## src/rtl/mdio_pkg.sv

```systemverilog
package mdio_pkg;

    localparam int PHY_W     = 5;
    localparam int REG_W     = 5;
    localparam int DATA_W    = 16;
    localparam int FRAME_LEN = 64;
    localparam int OFS_W     = 3;
    localparam int IDX_W     = 6;

    localparam logic [IDX_W-1:0] IDX_TA   = 6'd46;
    localparam logic [IDX_W-1:0] IDX_DATA = 6'd48;
    localparam logic [IDX_W-1:0] IDX_LAST = 6'd63;

    localparam logic [OFS_W-1:0] OFS_CFG = 3'd0;
    localparam logic [OFS_W-1:0] OFS_CMD = 3'd1;
    localparam logic [OFS_W-1:0] OFS_ADR = 3'd2;
    localparam logic [OFS_W-1:0] OFS_CTL = 3'd3;
    localparam logic [OFS_W-1:0] OFS_STS = 3'd4;
    localparam logic [OFS_W-1:0] OFS_IND = 3'd5;

    typedef struct packed {
        logic              is_read;
        logic [PHY_W-1:0]  phy;
        logic [REG_W-1:0]  regn;
        logic [DATA_W-1:0] wdata;
    } mdio_req_t;

    function automatic logic [FRAME_LEN-1:0] build_frame(mdio_req_t r);
        logic [1:0]        op;
        logic [DATA_W-1:0] dat;
        op  = r.is_read ? 2'b10 : 2'b01;
        dat = r.is_read ? {DATA_W{1'b1}} : r.wdata;
        return {32'hFFFF_FFFF, 2'b01, op, r.phy, r.regn, 2'b10, dat};
    endfunction

endpackage

```

## src/rtl/mdio_regs.sv

```systemverilog
module mdio_regs
    import mdio_pkg::*;
#(
    parameter int DIV_W = 3
) (
    input  logic                  clk,
    input  logic                  rst,
    input  logic                  wr_en,
    input  logic [OFS_W-1:0]      wr_ofs,
    input  logic [31:0]           wr_data,
    input  logic [OFS_W-1:0]      rd_ofs,
    output logic [31:0]           rd_data,
    input  logic                  busy,
    input  logic                  nv,
    input  logic [DATA_W-1:0]     status,
    output logic                  start,
    output mdio_req_t             req,
    output logic                  soft_clr,
    output logic [DIV_W-1:0]      div
);

    logic             rstflag_q;
    logic [DIV_W-1:0] div_q;
    logic             cmd_q;
    logic [PHY_W-1:0] phy_q;
    logic [REG_W-1:0] reg_q;
    logic [DATA_W-1:0] ctl_q;
    logic hit_cfg, hit_cmd, hit_adr, hit_ctl;
    logic start_rd, start_wr;
    logic unused_wbits;

    assign unused_wbits = ^wr_data[30:16];

    assign hit_cfg  = wr_en && (wr_ofs == OFS_CFG);
    assign hit_cmd  = wr_en && (wr_ofs == OFS_CMD);
    assign hit_adr  = wr_en && (wr_ofs == OFS_ADR);
    assign hit_ctl  = wr_en && (wr_ofs == OFS_CTL);

    assign soft_clr = hit_cfg && wr_data[31];
    assign start_rd = hit_cmd && !busy && wr_data[0] && !cmd_q;
    assign start_wr = hit_ctl && !busy;
    assign start    = start_rd || start_wr;
    assign div      = div_q;

    always_comb begin
        req.is_read = start_rd;
        req.phy     = phy_q;
        req.regn    = reg_q;
        req.wdata   = wr_data[DATA_W-1:0];
    end

    always_ff @(posedge clk) begin
        if (rst) begin
            rstflag_q <= 1'b0;
            div_q     <= '1;
            cmd_q     <= 1'b0;
            phy_q     <= '0;
            reg_q     <= '0;
            ctl_q     <= '0;
        end else begin
            rstflag_q <= soft_clr;
            if (hit_cfg)
                div_q <= wr_data[DIV_W-1:0];
            if (soft_clr)
                cmd_q <= 1'b0;
            else if (hit_cmd && !busy)
                cmd_q <= wr_data[0];
            if (hit_adr) begin
                phy_q <= wr_data[8 +: PHY_W];
                reg_q <= wr_data[0 +: REG_W];
            end
            if (start_wr)
                ctl_q <= wr_data[DATA_W-1:0];
        end
    end

    always_comb begin
        case (rd_ofs)
            OFS_CFG: rd_data = {rstflag_q, {(31-DIV_W){1'b0}}, div_q};
            OFS_CMD: rd_data = {31'b0, cmd_q};
            OFS_ADR: rd_data = {19'b0, phy_q, 3'b0, reg_q};
            OFS_CTL: rd_data = {16'b0, ctl_q};
            OFS_STS: rd_data = {16'b0, status};
            OFS_IND: rd_data = {29'b0, nv, 1'b0, busy};
            default: rd_data = 32'b0;
        endcase
    end

    // a control write while busy leaves the register alone
    p_ctl_hold_r8: assert property (@(posedge clk) disable iff (rst)
        busy && hit_ctl |=> $stable(ctl_q));

    // a command write while busy leaves the command bit alone
    p_cmd_hold_r8: assert property (@(posedge clk) disable iff (rst)
        busy && hit_cmd && !soft_clr |=> $stable(cmd_q));

    // the reset indication lasts one cycle
    p_rstflag_pulse_r9: assert property (@(posedge clk) disable iff (rst)
        rstflag_q && !soft_clr |=> !rstflag_q);

endmodule

```

## src/rtl/mdio_clkgen.sv

```systemverilog
module mdio_clkgen #(
    parameter int DIV_W = 3
) (
    input  logic             clk,
    input  logic             rst,
    input  logic             restart,
    input  logic             run,
    input  logic [DIV_W-1:0] div_in,
    output logic             mdc,
    output logic             rise,
    output logic             fall
);

    localparam int CNT_W = 1 << DIV_W;

    logic [DIV_W-1:0] div_q;
    logic [CNT_W-1:0] cnt_q;
    logic [CNT_W-1:0] last;
    logic             mdc_q;
    logic             tick;

    always_comb last = {CNT_W{1'b1}} >> (CNT_W - 1 - int'(div_q));

    assign tick = run && (cnt_q == last);
    assign rise = tick && !mdc_q;
    assign fall = tick && mdc_q;
    assign mdc  = mdc_q;

    always_ff @(posedge clk) begin
        if (rst) begin
            div_q <= '1;
            cnt_q <= '0;
            mdc_q <= 1'b0;
        end else if (restart) begin
            div_q <= div_in;
            cnt_q <= '0;
            mdc_q <= 1'b0;
        end else if (!run) begin
            cnt_q <= '0;
            mdc_q <= 1'b0;
        end else if (tick) begin
            cnt_q <= '0;
            mdc_q <= !mdc_q;
        end else begin
            cnt_q <= cnt_q + 1'b1;
        end
    end

    // the clock rests low outside a frame
    p_mdc_idle_r6: assert property (@(posedge clk) disable iff (rst)
        !run && !restart |=> !mdc);

endmodule

```

## src/rtl/mdio_frame.sv

```systemverilog
module mdio_frame
    import mdio_pkg::*;
(
    input  logic              clk,
    input  logic              rst,
    input  logic              soft_clr,
    input  logic              start,
    input  mdio_req_t         req,
    input  logic              rise,
    input  logic              fall,
    input  logic              mdio_in,
    output logic              busy,
    output logic              nv,
    output logic [DATA_W-1:0] status,
    output logic              mdio_out,
    output logic              mdio_oe
);

    logic [FRAME_LEN-1:0] sh_q;
    logic [IDX_W-1:0]     idx_q;
    logic [IDX_W-1:0]     idx_nxt;
    logic [DATA_W-1:0]    cap_q;
    logic                 rd_q;
    logic                 finish;

    assign idx_nxt = idx_q + 6'd1;
    assign finish  = busy && fall && (idx_q == IDX_LAST);

    always_ff @(posedge clk) begin
        if (rst || soft_clr) begin
            busy     <= 1'b0;
            nv       <= 1'b0;
            mdio_oe  <= 1'b0;
            mdio_out <= 1'b1;
            idx_q    <= '0;
            rd_q     <= 1'b0;
            sh_q     <= '0;
            cap_q    <= '0;
        end else if (start) begin
            busy     <= 1'b1;
            nv       <= req.is_read;
            rd_q     <= req.is_read;
            idx_q    <= '0;
            sh_q     <= build_frame(req);
            mdio_out <= build_frame(req)[FRAME_LEN-1];
            mdio_oe  <= 1'b1;
            cap_q    <= '0;
        end else if (busy && rise) begin
            if (rd_q && idx_q >= IDX_DATA)
                cap_q <= {cap_q[DATA_W-2:0], mdio_in};
        end else if (busy && fall) begin
            if (idx_q == IDX_LAST) begin
                busy     <= 1'b0;
                nv       <= 1'b0;
                mdio_oe  <= 1'b0;
                mdio_out <= 1'b1;
            end else begin
                idx_q    <= idx_nxt;
                sh_q     <= {sh_q[FRAME_LEN-2:0], 1'b0};
                mdio_out <= sh_q[FRAME_LEN-2];
                mdio_oe  <= !(rd_q && idx_nxt >= IDX_TA);
            end
        end
    end

    always_ff @(posedge clk) begin
        if (rst)
            status <= '0;
        else if (!soft_clr && finish && rd_q)
            status <= cap_q;
    end

    // not-valid is only ever raised inside a frame
    p_nv_in_frame_r5: assert property (@(posedge clk) disable iff (rst)
        nv |-> busy);

    // data output holds except after a falling clock edge
    p_out_on_fall_r6: assert property (@(posedge clk) disable iff (rst)
        busy && $past(busy) && !$past(fall) && !$past(start) |-> $stable(mdio_out));

    // line released for turnaround and data of a read
    p_release_ta_r7: assert property (@(posedge clk) disable iff (rst)
        busy && rd_q && (idx_q >= IDX_TA) |-> !mdio_oe);

    // a write frame drives every bit
    p_write_drives_r2: assert property (@(posedge clk) disable iff (rst)
        busy && !rd_q |-> mdio_oe);

    // a normal end of frame happens only after the last bit
    p_end_idx_r4: assert property (@(posedge clk) disable iff (rst)
        $fell(busy) && !$past(soft_clr) |-> $past(idx_q) == IDX_LAST);

endmodule

```

## src/rtl/mdio_mgmt_ctrl.sv

```systemverilog
module mdio_mgmt_ctrl
    import mdio_pkg::*;
#(
    parameter int DIV_W = 3
) (
    input  logic        clk,
    input  logic        rst,
    input  logic        reg_wr_en,
    input  logic [2:0]  reg_wr_ofs,
    input  logic [31:0] reg_wr_data,
    input  logic [2:0]  reg_rd_ofs,
    output logic [31:0] reg_rd_data,
    output logic        mdc,
    output logic        mdio_o,
    output logic        mdio_oe,
    input  logic        mdio_i
);

    logic              busy, nv, start, soft_clr, rise, fall;
    logic [DATA_W-1:0] status;
    logic [DIV_W-1:0]  div;
    mdio_req_t         req;

    mdio_regs #(.DIV_W(DIV_W)) u_regs (
        .clk      (clk),
        .rst      (rst),
        .wr_en    (reg_wr_en),
        .wr_ofs   (reg_wr_ofs),
        .wr_data  (reg_wr_data),
        .rd_ofs   (reg_rd_ofs),
        .rd_data  (reg_rd_data),
        .busy     (busy),
        .nv       (nv),
        .status   (status),
        .start    (start),
        .req      (req),
        .soft_clr (soft_clr),
        .div      (div)
    );

    mdio_clkgen #(.DIV_W(DIV_W)) u_clkgen (
        .clk     (clk),
        .rst     (rst),
        .restart (start || soft_clr),
        .run     (busy),
        .div_in  (div),
        .mdc     (mdc),
        .rise    (rise),
        .fall    (fall)
    );

    mdio_frame u_frame (
        .clk      (clk),
        .rst      (rst),
        .soft_clr (soft_clr),
        .start    (start),
        .req      (req),
        .rise     (rise),
        .fall     (fall),
        .mdio_in  (mdio_i),
        .busy     (busy),
        .nv       (nv),
        .status   (status),
        .mdio_out (mdio_o),
        .mdio_oe  (mdio_oe)
    );

endmodule

```

## config.mk

```make
export PLATFORM = sky130hd
export DESIGN_NAME = mdio_mgmt_ctrl
export DESIGN_NICKNAME = d
export VERILOG_FILES = /design/src/rtl/mdio_pkg.sv /design/src/rtl/mdio_regs.sv /design/src/rtl/mdio_clkgen.sv /design/src/rtl/mdio_frame.sv /design/src/rtl/mdio_mgmt_ctrl.sv
export SDC_FILE = /design/constraint.sdc
export NUM_CORES = 1
export LEC_CHECK = 0
export BUFFER_PORTS_ARGS = -buffer_cell sky130_fd_sc_hd__buf_2
export CAP_MARGIN = 25
export CORE_UTILIZATION = 53
export DETAILED_ROUTE_END_ITERATION = 8
export PLACE_DENSITY_LB_ADDON = 0.12
export SYNTH_ARGS = -nofsm -noshare
export SYNTH_HDL_FRONTEND = slang
export SYNTH_HIERARCHICAL = 1
export SYNTH_SLANG_ARGS = --single-unit
```

## constraint.sdc

```tcl
create_clock -name clk -period 2.4 [get_ports clk]
set_input_delay 0.12 -clock clk [delete_from_list [all_inputs] [get_ports clk]]
set_output_delay 0.12 -clock clk [all_outputs]
set_load 0.03 [all_outputs]
```

==> results of run 1 <==
[per-layer routing]
metal	global-route usage [%]	vias to the layer above	wire length [microns]
li1	-	2799	-
met1	31.9	2764	7460
met2	39.8	128	7930
met3	5.56	18	686
met4	8.92	0	222
met5	0	-	0
[timing repair]
item | 4_1_cts | 5_1_grt
gates resized for setup | 8 | 60
setup buffers | 4 | 8
hold buffers | 16 | 0
endpoints found under the setup margin | 69 | 84
pin swaps | 2 | 38
gates cloned | 1 | 4
hold endpoints to repair | 25 | 0
[sequential cells by signal, summed over array words and instances (netlist names), 5 cells and up]
| register | cells |
|---|---|
| u_regs/ctl_q | 16 |
| u_regs/phy_q | 5 |
| u_frame/cap_q | 16 |
| u_frame/status | 16 |
| u_clkgen/cnt_q | 8 |
| u_frame/sh_q | 63 |
| u_frame/idx_q | 6 |
| u_regs/reg_q | 5 |
[worst paths after layout]
check	startpoint	to	slack [ns]	depth (start not counted)
min reg2reg	u_frame/sh_q[16]	u_frame/sh_q[16]	0.46	2
min	reg_wr_data[2]	u_regs/div[2]	0.01	2
max reg2reg	u_clkgen/div_q[2]	u_frame/sh_q[34]	-0.15	12
max	u_clkgen/div_q[2]	u_frame/sh_q[34]	-0.15	12
[worst max-delay path, cell delays in order (launching register included)]
cell       delay [ns]
dfxtp_4          0.36
buf_6            0.13
or2_1            0.22
a21oi_2          0.12
a21o_2           0.11
and4_4           0.23
and3_4           0.19
nand3b_1         0.19
a31oi_4          0.30
buf_6            0.19
clkbuf_16        0.16
nand2_1          0.07
a31oi_1          0.20
[cell type report]
| class | count | area, sq um | area share (%) |
|---|---|---|---|
| clock buffers | 21 | 470 | 5.81 |
| clock inverters | 8 | 103 | 1.27 |
| multi-input cells | 561 | 3390 | 41.9 |
| flip-flops and latches | 149 | 3000 | 37.0 |
| well taps | 168 | 210 | 2.60 |
| repair buffers | 102 | 907 | 11.2 |
| inverters | 5 | 18.8 | 0.232 |
[kinds of logic after synthesis]
kind of cell | share of synthesized area, %
flops | 44.7
xor+xnor | 1.18
compound gates | 16.9
other cells | 0.0562
simple gates | 21.2
buf+inv | 8.36
mux | 6.96
fa+ha+maj | 0.563
[cells in the final DEF (no fill, tap or decap), drive strengths merged, types with 5 or more instances in the layout]
| cell type | n |
|---|---|
| o21ai | 56 |
| a22o | 6 |
| nor2b | 8 |
| clkbuf | 25 |
| dfxtp | 149 |
| xor2 | 5 |
| and3 | 6 |
| dlygate4sd3 | 16 |
| nor2 | 44 |
| mux2i | 43 |
| nand2b | 6 |
| a21oi | 39 |
| buf | 82 |
| nand3 | 30 |
| nand2 | 164 |
| a31oi | 63 |
| nor3 | 14 |
| conb | 15 |
| inv | 5 |
| a211o | 6 |
[metrics by stage]
step | util [%] | power (uW) | worst slack [ns]
2_1_floorplan | - | 2920 | 0.00938
3_3_place_gp | 57.2 | 2980 | -0.0408
3_5_place_dp | 57.2 | 2990 | -0.118
4_1_cts | 63.7 | 5580 | -0.0390
5_1_grt | 66.5 | 5740 | -0.214
6_report | 66.5 | 5580 | -0.152
[power by group through the flow]
stage / clock network [uW] / logic, uW / registers, uW
6_report: 2600 / 391 / 2590
3_5_place_dp: 0 / 353 / 2640
2_1_floorplan: 0 / 293 / 2630
3_3_place_gp: 0 / 344 / 2640
5_1_grt: 2720 / 426 / 2600
4_1_cts: 2620 / 376 / 2580
[Yosys cell counts, drive strengths merged (3+ instances only)]
master	instances	area [sq um]
a211o	6	52.6
a211oi	3	27.5
a21o	4	31.3
a21oi	39	195
a22o	6	52.6
a31oi	63	394
and3	6	37.5
buf	64	437
clkbuf	27	103
dfxtp	149	2980
ha	3	37.5
inv	5	18.8
mux2i	43	430
nand2	164	616
nand2b	6	37.5
nand3	30	160
nor2	44	168
nor2b	8	50.1
nor3	14	91.3
nor3b	3	32.5
o21ai	56	280
or2	4	25.0
xnor2	4	35.0
xor2	5	43.8
==> flow_metrics.py, run 1 <==
metrics = {
    "setup_path": {
        "cp-start-kind": "register",
        "criticalPathCategory": "reg2reg",
        "endpoint_kind": "register",
        "required_ns": 2.74,
        "path_max_fanout": 10,
        "arrival_ns": 2.89,
    },
    "cts": {
        "cts_made_buffers": 17,
        "clkLatencyLatePin_ns": 0.42,
        "cts_tree": "yes",
        "cts.path.max_buffers": 2,
        "cts_root_buf": "clkbuf_16",
        "cts_sinks": 149,
        "cts.reportedPaths.clkPinSlew_ns": 0.06,
        "htreeDepth": 4,
    },
    "die": {
        "die-height_microns": 114,
        "rows": 40,
        "die_area_sq_um": 13000,
        "core_sq_um": 12200,
        "io_pins": 77,
        "die_w_microns": 114,
        "initial_core_util_pct": 54.9,
    },
    "synthesis": {
        "async_flop_share_pct": 0,
        "ys_seq_area_share_pct": 44.7,
        "synth_area_sq_um": 6670,
        "ys_ff_latch": 149,
        "syn_inst": 792,
        "yosys_warnings": 6,
        "syn_avg_cell_area_sq_um": 8.42,
        "synthFlopType": "dfxtp_1",
        "ys_types": 67,
        "synth-edff-count": 0,
    },
    "global_route": {
        "antenna_found_initial": 0,
        "grt_pass1_vias": 5183,
        "grt_pass1_wl_microns": 25000,
        "grt_overflow": 0,
        "grt_max_degree": 74,
        "grt_use_total_pct": 24.5,
    },
    "sta": {
        "setup_tns_ns": -2.21,
        "fin_ws_ns": -0.152,
        "fmax_ghz": 0.392,
        "drv_slew": 0,
        "rsz0062_at_grt": "true",
        "setup_viol": 44,
        "fin_skew_ns": 0.00635,
        "tightest_slew_ns": 0.669,
        "finalCriticalPeriod_ns": 2.55,
        "slew_headroom_pct": 55.3,
        "worst_hold_slack_ns": 0.0142,
        "min_period_over_period_pct": 106,
        "finalHoldViolCount": 0,
    },
    "detailed_routing": {
        "viasPerCell": 5.63,
        "drc": 0,
        "vias": 5709,
        "wl_per_cell_microns": 16.1,
        "antenna_left": 0,
        "drt_iter0_drc": 455,
        "dr.pass1.iters": 5,
        "wl_microns": 16300,
    },
    "pwr": {
        "pwr-share-seq_pct": 46.5,
        "powerDensity_nw_per_um2": 689,
        "p_clk_share_pct": 46.5,
        "power_leakage_uw": 0.00320,
        "p_sw_uw": 1300,
        "switching_share_pct": 23.3,
        "pwr-share-comb_pct": 7.0,
        "irDropWorstVdd_mv": 0.516,
        "p_int_uw": 4280,
    },
    "place": {
        "routabilityCongestion": 0.864,
        "placed_cells": 954,
        "dpl.hpwl_microns": 9920,
        "place_area_sq_um": 6950,
        "numPortBuffers": 46,
    },
    "cells_and_area": {
        "nNetsFinal": 881,
        "num_antenna_cells": 0,
        "stdcell_area_sq_um": 8090,
        "syn2layout_area_growth_pct": 21.3,
        "drive_gt1_share_pct": 20.7,
        "instances_no_fill": 1014,
        "nFillCells": 1004,
    },
    "hold_path": {
        "hold_path_class": "in2reg",
    },
    "outcome": {
        "violations": "setup timing",
        "outcome": "finished with violations",
    },
    "job": {
        "cap_viol_max_count": 0,
    },
}
Power figures use the tool's default switching activity.
==> run 2: changes to the inputs <==
MAX_ROUTING_LAYER = met4   (was default)
==> run 2 against run 1 <==
  * The run still ends with setup timing left
  * Routed wire length shrank 0.63%
  * Worst hold slack gained 0.0033 ns
  * Cell area is essentially flat
  * Clock skew is essentially flat
  * Flip-flop and latch count is the same
  * Via count grew 0.12%
  * Critical path depth is the same
  * Worst setup slack gained 0.051 ns
  * Global-route usage grew 0.77 points
==> flow_metrics.py, run 2 (same netlist as run 1, synthesis figures left out) <==
metrics = {
    "setup_path": {
        "cpMaxStageDelayCell": "dfxtp_4",
        "path_max_fanout": 11,
        "endpoint_kind": "register",
        "cp-start-kind": "register",
        "criticalPathCategory": "reg2reg",
        "required_ns": 2.74,
        "arrival_ns": 2.84,
        "path_cells": "buf_6 > or2_1 > a21oi_2 > a21o_2 > and4_4 > and3_4 > nand3b_1 > a31oi_4 > buf_4 > clkbuf_16 > nand2_1 > a31oi_1",
        "r2r-end": "u_frame/sh_q[52]",
        "rrSetupSlack_ns": -0.10,
        "cpPeakStageDelay_ns": 0.36,
        "r2r_start": "u_clkgen/div_q[2]",
        "rr_worst_depth": 12,
    },
    "sta": {
        "tightest_slew_ns": 0.659,
        "min_period_over_period_pct": 104,
        "finalCriticalPeriod_ns": 2.50,
        "fin_ws_ns": -0.101,
        "drv_slew": 0,
        "slew_headroom_pct": 56.0,
        "setup_viol": 44,
        "fmax_ghz": 0.400,
        "fin_skew_ns": 0.00666,
        "rsz0062_at_grt": "true",
        "finalHoldViolCount": 0,
    },
    "global_route": {
        "antenna_found_initial": 0,
        "grt_use_total_pct": 25.3,
        "grt_max_degree": 74,
        "grt_pass1_wl_microns": 24900,
        "grt_pass1_vias": 5171,
        "grt_overflow": 0,
    },
    "pwr": {
        "pwr-share-comb_pct": 7.0,
        "p_clk_share_pct": 46.5,
        "powerDensity_nw_per_um2": 689,
        "irDropWorstVdd_mv": 0.522,
        "pwr-share-seq_pct": 46.5,
        "power_leakage_uw": 0.00317,
        "p_int_uw": 4280,
        "switching_share_pct": 23.2,
        "p_sw_uw": 1290,
    },
    "detailed_routing": {
        "viasPerCell": 5.64,
        "antenna_left": 0,
        "drc": 0,
        "wl_per_cell_microns": 16.0,
        "drt_iter0_drc": 472,
        "dr.pass1.iters": 5,
        "wl_microns": 16200,
        "vias": 5716,
    },
    "cts": {
        "cts_made_buffers": 17,
        "cts_tree": "yes",
        "clkLatencyLatePin_ns": 0.42,
        "cts.path.max_buffers": 2,
        "cts_root_buf": "clkbuf_16",
        "cts_sinks": 149,
        "cts.reportedPaths.clkPinSlew_ns": 0.06,
        "htreeDepth": 4,
    },
    "cells_and_area": {
        "multiInputGateArea_sq_um": 3380,
        "final_cell_mix": "145 x nand2_1, 145 x dfxtp_1, 61 x a31oi_1",
        "regArea_sq_um": 3000,
        "num_antenna_cells": 0,
        "nFillCells": 1007,
        "final_core_util_pct": 66.5,
        "syn2layout_area_growth_pct": 21.2,
        "largest_reg_flops": 63,
        "drive_gt1_share_pct": 20.8,
        "top_register": "u_frame/sh_q",
        "nNetsFinal": 881,
    },
    "hold_path": {
        "hold_depth": 2,
        "hold-path-endpoint": "u_regs/div[2]",
        "hold_path_class": "in2reg",
        "hold_path_startpoint": "reg_wr_data[2]",
    },
    "die": {
        "die-height_microns": 114,
        "core_sq_um": 12200,
        "die_area_sq_um": 13000,
        "rows": 40,
        "initial_core_util_pct": 54.9,
        "die_w_microns": 114,
        "io_pins": 77,
    },
    "place": {
        "numPortBuffers": 46,
        "routabilityCongestion": 0.878,
        "dp_slack_ns": -0.118,
        "dpl.hpwl_microns": 9920,
    },
    "outcome": {
        "violations": "setup timing",
        "outcome": "finished with violations",
    },
    "job": {
        "cap_viol_max_count": 0,
    },
}
## run 2: cell counts in the layout (fill, tap and decap cells not counted)
No cell type changed its count.
## run 2: how the worst max path moves through the flow
stage,cells past startpoint,slack (ns),from,endpoint
floorplan,12,0.009,u_clkgen/div_q[2],u_frame/status[10]
global placement,10,-0.04,u_clkgen/div_q[1],u_frame/sh_q[12]
detailed placement,10,-0.12,u_clkgen/div_q[1],u_frame/sh_q[18]
CTS,10,-0.04,u_clkgen/cnt_q[6],u_frame/sh_q[3]
global route,12,-0.20,u_clkgen/div_q[2],u_frame/sh_q[33]
finish,12,-0.10,u_clkgen/div_q[2],u_frame/sh_q[52]
## run 2: critical path: cells and delay by family, from the launching register on
family	cells	cell delay (ns)
buffers and inverters	3	0.45
AOI/OAI and AO/OA	4	0.71
and+or+nand+nor	5	0.90
DFF	1	0.36
## run 2: final cells by class
type                       count  area share [%]
timing repair buffer         102            11.2
inverter                       5           0.232
tap                          168            2.60
multi-input combinational    561            41.8
clock buffer                  21            5.82
clock inverter                 8            1.27
sequential                   149            37.0
## run 2: routing by layer
layer | vias up | GRT usage [%] | wire length (microns)
met5 | - | - | 0
met4 | 0 | 8.92 | 167
met3 | 14 | 5.45 | 689
met2 | 145 | 39.7 | 7930
met1 | 2759 | 32.2 | 7410
li1 | 2798 | - | -
## run 2: repair_timing
| item | CTS | global route |
|---|---|---|
| setup buffers | 4 | 8 |
| endpoints found under the setup margin | 69 | 84 |
| pin swaps | 2 | 41 |
| hold buffers | 16 | 0 |
| resized for setup | 8 | 59 |
| cloned | 1 | 4 |
| hold endpoints to repair | 25 | 0 |
## run 2: stage by stage
| step | hold WS (ns) | setup TNS (ns) | total power, uW | area (sq um) | std cells |
|---|---|---|---|---|---|
| 6_report | 0.0175 | -2.14 | 5570 | 8090 | 1014 |
| 5_1_grt | -0.000626 | -8.16 | 5740 | 8090 | 1014 |
| 4_1_cts | 0.00541 | -0.577 | 5580 | 7750 | 1003 |
| 3_5_place_dp | 0.370 | -4.05 | 2990 | 6950 | 954 |
| 3_3_place_gp | 0.350 | -1.17 | 2980 | 6950 | 954 |
| 2_1_floorplan | 0.219 | 0 | 2920 | 6720 | 806 |
## run 2: power by group through the flow
| stage | Sequential [uW] | Clock (uW) | Combinational (uW) |
|---|---|---|---|
| after CTS | 2580 | 2620 | 376 |
| after detailed placement | 2640 | 0 | 353 |
| after floorplan | 2630 | 0 | 293 |
| after global placement | 2640 | 0 | 344 |
| after global routing | 2600 | 2720 | 426 |
| final | 2590 | 2590 | 390 |
